**config.mk**
```make
export PLATFORM = sky130hd
export DESIGN_NAME = irq_flag_reg
export DESIGN_NICKNAME = d
export VERILOG_FILES = /design/src/rtl/irqf_pkg.sv /design/src/rtl/irqf_rst_sync.sv /design/src/rtl/irqf_flag_bank.sv /design/src/rtl/irqf_enable_reg.sv /design/src/rtl/irqf_req_combine.sv /design/src/rtl/irq_flag_reg.sv
export SDC_FILE = /design/constraint.sdc
export NUM_CORES = 1
export LEC_CHECK = 0
export BUFFER_PORTS_ARGS = -buffer_cell sky130_fd_sc_hd__buf_4
export CORE_MARGIN = 2
export CORE_UTILIZATION = 44
export CTS_BUF_LIST = sky130_fd_sc_hd__clkbuf_8
export DETAILED_ROUTE_END_ITERATION = 10
export PLACE_DENSITY = 0.82
export SYNTH_ARGS = -nofsm -noshare
export SYNTH_HDL_FRONTEND = slang
export SYNTH_SLANG_ARGS = --single-unit
```
**constraint.sdc**
```tcl
create_clock -name clk -period 0.8 [get_ports clk]
set_input_delay 0.16 -clock clk [delete_from_list [all_inputs] [get_ports clk]]
set_output_delay 0.16 -clock clk [all_outputs]
set_load 0.005 [all_outputs]
```
**src/rtl/irqf_pkg.sv**
```systemverilog
package irqf_pkg;
  localparam int unsigned IRQF_REG_W    = 8;
  localparam int unsigned IRQF_RSVD_BIT = 5;
  localparam int unsigned IRQF_ADDR_W   = 1;
endpackage

```
**src/rtl/irqf_rst_sync.sv**
```systemverilog
module irqf_rst_sync #(
  parameter int unsigned STAGES = 2
) (
  input  logic clk,
  input  logic arst_n,
  output logic srst_n
);
  logic [STAGES-1:0] sync_q;
  logic [STAGES-1:0] sync_d;

  always_comb sync_d = {sync_q[STAGES-2:0], 1'b1};

  always_ff @(posedge clk or negedge arst_n) begin
    if (!arst_n) sync_q <= '0;
    else         sync_q <= sync_d;
  end

  assign srst_n = sync_q[STAGES-1];
endmodule

```
**src/rtl/irqf_flag_bank.sv**
```systemverilog
module irqf_flag_bank #(
  parameter int unsigned W    = 8,
  parameter int unsigned RSVD = 5
) (
  input  logic         clk,
  input  logic         rst_n,
  input  logic [W-1:0] set_i,
  input  logic         wr_i,
  input  logic [W-1:0] wdata_i,
  output logic [W-1:0] flags_o
);
  for (genvar b = 0; b < W; b++) begin : g_bit
    if (b == RSVD) begin : g_rsvd
      logic unused_rsvd;
      assign unused_rsvd = set_i[b] ^ wdata_i[b];
      assign flags_o[b]  = 1'b1;
    end else begin : g_flag
      logic q, d, en, clr;

      always_comb begin
        clr = wr_i & ~wdata_i[b];
        en  = set_i[b] | clr;
        d   = set_i[b];          // set has priority over a clear
      end

      always_ff @(posedge clk or negedge rst_n) begin
        if (!rst_n)  q <= 1'b0;
        else if (en) q <= d;
      end

      assign flags_o[b] = q;

      a_r3_evt_sets: assert property (@(posedge clk) disable iff (!rst_n)
        set_i[b] |=> flags_o[b]);
      a_r4_one_keeps: assert property (@(posedge clk) disable iff (!rst_n)
        (flags_o[b] && !(wr_i && !wdata_i[b])) |=> flags_o[b]);
      a_r4_zero_clears: assert property (@(posedge clk) disable iff (!rst_n)
        (wr_i && !wdata_i[b] && !set_i[b]) |=> !flags_o[b]);
      a_r6_set_wins: assert property (@(posedge clk) disable iff (!rst_n)
        (set_i[b] && wr_i && !wdata_i[b]) |=> flags_o[b]);
      a_r1_no_spurious: assert property (@(posedge clk) disable iff (!rst_n)
        (!flags_o[b] && !set_i[b]) |=> !flags_o[b]);
    end
  end
endmodule

```
**src/rtl/irqf_enable_reg.sv**
```systemverilog
module irqf_enable_reg #(
  parameter int unsigned W    = 8,
  parameter int unsigned RSVD = 5
) (
  input  logic         clk,
  input  logic         rst_n,
  input  logic         wr_i,
  input  logic [W-1:0] wdata_i,
  output logic [W-1:0] ena_o
);
  localparam logic [W-1:0] LIVE_MASK = ~(W'(1) << RSVD);

  for (genvar b = 0; b < W; b++) begin : g_bit
    if (b == RSVD) begin : g_rsvd
      logic unused_rsvd;
      assign unused_rsvd = wdata_i[b];
      assign ena_o[b]    = 1'b0;
    end else begin : g_ena
      logic q;
      always_ff @(posedge clk or negedge rst_n) begin
        if (!rst_n)    q <= 1'b0;
        else if (wr_i) q <= wdata_i[b];
      end
      assign ena_o[b] = q;
    end
  end

  a_r8_write_loads: assert property (@(posedge clk) disable iff (!rst_n)
    wr_i |=> (ena_o == ($past(wdata_i) & LIVE_MASK)));
  a_r8_idle_holds: assert property (@(posedge clk) disable iff (!rst_n)
    !wr_i |=> $stable(ena_o));
endmodule

```
**src/rtl/irqf_req_combine.sv**
```systemverilog
module irqf_req_combine #(
  parameter int unsigned W = 8
) (
  input  logic         clk,
  input  logic         rst_n,
  input  logic [W-1:0] flags_i,
  input  logic [W-1:0] ena_i,
  output logic         irq_o
);
  logic irq_d, irq_q;

  always_comb irq_d = |(flags_i & ena_i);

  always_ff @(posedge clk or negedge rst_n) begin
    if (!rst_n) irq_q <= 1'b0;
    else        irq_q <= irq_d;
  end

  assign irq_o = irq_q;

  a_r7_rise: assert property (@(posedge clk) disable iff (!rst_n)
    (|(flags_i & ena_i)) |=> irq_o);
  a_r7_fall: assert property (@(posedge clk) disable iff (!rst_n)
    !(|(flags_i & ena_i)) |=> !irq_o);
endmodule

```
**src/rtl/irq_flag_reg.sv**
```systemverilog
module irq_flag_reg
  import irqf_pkg::*;
#(
  parameter int unsigned REG_W     = IRQF_REG_W,
  parameter int unsigned RSVD_BIT  = IRQF_RSVD_BIT,
  parameter int unsigned ADDR_W    = IRQF_ADDR_W,
  parameter int unsigned SYNC_STG  = 2,
  parameter logic [ADDR_W-1:0] FLAG_ADDR = ADDR_W'(0),
  parameter logic [ADDR_W-1:0] ENA_ADDR  = ADDR_W'(1)
) (
  input  logic                clk,
  input  logic                rst_n,
  input  logic [ADDR_W-1:0]   bus_addr,
  input  logic                bus_wr,
  input  logic [REG_W-1:0]    bus_wdata,
  output logic [REG_W-1:0]    bus_rdata,
  input  logic                tmr_ovf_i,
  input  logic                ser_done_i,
  input  logic [RSVD_BIT-1:0] ext_evt_i,
  output logic                irq_o
);
  localparam int unsigned TMR_BIT = REG_W - 1;
  localparam int unsigned SER_BIT = REG_W - 2;

  logic             rst_int_n;
  logic             wr_flag, wr_ena;
  logic [REG_W-1:0] set_vec, flags, enables;

  irqf_rst_sync #(.STAGES(SYNC_STG)) u_rst_sync (
    .clk    (clk),
    .arst_n (rst_n),
    .srst_n (rst_int_n)
  );

  always_comb begin
    set_vec                 = '0;
    set_vec[TMR_BIT]        = tmr_ovf_i;
    set_vec[SER_BIT]        = ser_done_i;
    set_vec[RSVD_BIT-1:0]   = ext_evt_i;
    wr_flag = bus_wr && (bus_addr == FLAG_ADDR);
    wr_ena  = bus_wr && (bus_addr == ENA_ADDR);
  end

  irqf_flag_bank #(.W(REG_W), .RSVD(RSVD_BIT)) u_flags (
    .clk     (clk),
    .rst_n   (rst_int_n),
    .set_i   (set_vec),
    .wr_i    (wr_flag),
    .wdata_i (bus_wdata),
    .flags_o (flags)
  );

  irqf_enable_reg #(.W(REG_W), .RSVD(RSVD_BIT)) u_ena (
    .clk     (clk),
    .rst_n   (rst_int_n),
    .wr_i    (wr_ena),
    .wdata_i (bus_wdata),
    .ena_o   (enables)
  );

  irqf_req_combine #(.W(REG_W)) u_req (
    .clk     (clk),
    .rst_n   (rst_int_n),
    .flags_i (flags),
    .ena_i   (enables),
    .irq_o   (irq_o)
  );

  always_comb begin
    if (bus_addr == FLAG_ADDR)     bus_rdata = flags;
    else if (bus_addr == ENA_ADDR) bus_rdata = enables;
    else                           bus_rdata = '0;
  end

  a_r5_read_no_effect: assert property (@(posedge clk) disable iff (!rst_int_n)
    (!bus_wr && set_vec == '0) |=> $stable(flags));
endmodule

```
==> qor.yml <==
synthSimpleGateAreaFrac_pct: 9.65
io_pins: 28
htreeDepth: 1
globalplace.congestion: 0.715
ir_worst_vdd_mv: 1.85
start_util_pct: 48.2
rows: 14
finalSetupViolCount: 21
yosysSeqAreaShare_pct: 56.6
slowest_stage: "dfrtp_1"
clkTransAtPathRegs_ns: 0.07
dieWidth_um: 45.3
antenna_found_initial: 0
ys_seq_elements: 17
drc: 0
first_iter_violations: 12
critPathTopFamily: "flip-flops"
p_per_area_mw_per_mm2: 1790
antenna_cells: 0
fin_ws_ns: -0.431
slowest_delay_ns: 0.40
drive_above_1_share_pct: 62.7
rrSetupSlack_ns: -0.25
hold_path_end: "u_flags.g_bit[7].g_flag.q"
syn-cell-area_um2: 752
core_mm2: 0.00156
end_kind: "primary output"
place.detailed.hpwl_mm: 1.27
clock-root-buffer: "clkbuf_8"
min-delay-start: "tmr_ovf_i"
die_area_mm2: 0.00206
total_power_uw: 2340
ant_nets: 0
nets: 122
synth_top_family_by_area: "multiplexers"
period_minus_slack_ns: 1.23
setup_tns_ns: -4.07
arrival_ns: 1.07
synthAdderAreaFrac_pct: 0
required_ns: 0.64
synth_top_area_share_pct: 56.6
reg2regPathDepth: 3
final_hold_viol_count: 0
io_buffer_count: 26
die_height_um: 45.3
start_kind: "register"
fin_crit_sh_pct: 154
syn_avg_cell_area_um2: 14.2
grt_max_degree: 17
area_growth_pct: 73.4
maxCapViolCount: 0
cts_buffers: 3
crit_type: "register to primary output"
grt-ovfl-total: 0
cts_sinks: 17
grt_use_total_pct: 24.8
cts_tree: "yes"
routed_wl_mm: 2.35
design_area_mm2: 0.00130
crit_fanout: 2
violations: "negative setup slack"
via_per_inst: 5.47
insertion_delay_ns: 0.26
whs_path_depth: 2
vias: 645
synth-compound-area-share_pct: 10.3
r2r-start: "u_ena.g_bit[1].g_ena.q"
placed_cell_area_mm2: 0.00105
slew_viol_final: 0
synth_mux_area_share_pct: 21.0
dr.pass1.iters: 6
syn-num-nets: 72
finClkSkew_ns: 0.00547
fmax_mhz: 812
cp_cell_sequence: "mux2_4 > buf_6"
yosys-top-cells-area: "dfrtp_1 (57%), mux2_2 (21%), or3b_1 (8.2%), a21o_1 (7.0%), a22oi_1 (2.0%)"
synth_largest_area_cell: "dfrtp_1"
wire_per_inst_um: 19.9
cts_buffer_depth: 2
netlist_instances: 53
synth_cell_types: 11
grt_first_pass_wirelength_mm: 3.45
crit_buf_inv: 1
leakagePower_uw: 0.000634
hold_class: "input port to register"
yosys_warnings: 0
grt_pass1_vias: 708
synth-xor-area-share_pct: 0
status: "finished with violations"
worstReg2RegEnd: "u_req.irq_o"
rsz0062_at_grt: "true"
==> metal layers <==
layer / part of all wire [%] / track usage, % / wire length [um] / vias to the layer above
met4: 2.7 / 12.9 / 63 / 0
met1: 41 / 30.9 / 967 / 318
met3: 3.0 / 4.40 / 70 / 6
met2: 53 / 40.9 / 1250 / 30
li1: - / - / - / 291
met5: 0 / 0 / 0 / -
==> logic make-up after synthesis <==
group           count (synthesis)
compound gates                 10
other cells                     1
flops                          17
mux                            14
simple gates                    9
buf+inv                         2
==> power by group <==
part | internal, uW | total [uW] | switching, uW | leakage [uW]
Combinational | 468 | 692 | 224 | 0.000426
Sequential | 938 | 997 | 59.5 | 0.000181
Clock | 342 | 648 | 306 | 0.0000269
Total | 1750 | 2340 | 590 | 0.000634
==> cell usage after synthesis <==
library cell and instances:
nand2_2 1, a222oi_1 1, buf_6 1, or3b_1 7, nand3_1 1, conb_1 1
a21o_1 7, inv_1 1, mux2_2 14, a22oi_1 2, dfrtp_1 17
==> layout make-up <==
class / instances / area, um2
clock buffers: 3 / 41.3
clock inverters: 1 / 3.75
fillers: 76 / 255
inverters: 1 / 3.75
multi-input cells: 34 / 383
flip-flops and latches: 17 / 425
well taps: 16 / 20.0
repair buffers: 46 / 427
==> timing repair <==
action                     in CTS  in global routing
hold endpoints to repair        2                  0
pin swaps                       1                  3
resized for setup              22                 11
hold buffers                    1                  0
setup endpoints to repair      14                 24
setup buffers                   9                  7
==> metrics by stage <==
| stage | instances | setup slack (ns) | hold WS, ns | utilization [%] |
|---|---|---|---|---|
| finish | 118 | -0.431 | 0.0730 | 83.6 |
| detailed placement | 102 | -0.236 | -0.0516 | 67.5 |
| CTS | 116 | -0.425 | 0.0807 | 80.7 |
| global route | 118 | -0.442 | 0.0784 | 83.6 |
| global placement | 102 | -0.235 | -0.0575 | 67.5 |
| floorplan | 53 | -0.0941 | -0.136 | - |
==> flip-flops by register name, summed over array words and instances, names as in the netlist <==
signal and cells:
u_ena.g_bit.g_ena.q 7, u_rst_sync.sync_q 2, u_flags.g_bit.g_flag.q 7, u_req.irq_o 1
==> cells in the final DEF, fill, tap and decap left out <==
cell type      Yosys  layout
buf_6              1      21
a21o_1             7       7
buf_4              0      24
dfrtp_1           17      17
dlygate4sd3_1      0       1
clkbuf_8           0       3
a22oi_2            0       1
mux2_4             0      14
or3b_1             7       7
conb_1             1       1
nand3_1            1       1
inv_1              1       2
nand2_8            0       1
a222oi_1           1       1
a22oi_1            2       1
==> worst max-delay path by stage <==
stage                   endpoint  slack (ns)                 startpoint  cells after the start
floorplan            u_req.irq_o       -0.09     u_ena.g_bit[1].g_ena.q                      2
global placement    bus_rdata[1]       -0.24                   bus_addr                      3
detailed placement  bus_rdata[2]       -0.24                   bus_addr                      3
CTS                 bus_rdata[7]       -0.43  u_flags.g_bit[7].g_flag.q                      2
global route        bus_rdata[7]       -0.44  u_flags.g_bit[7].g_flag.q                      2
finish              bus_rdata[7]       -0.43  u_flags.g_bit[7].g_flag.q                      2
No activity file was read; power rests on OpenSTA's default activity.
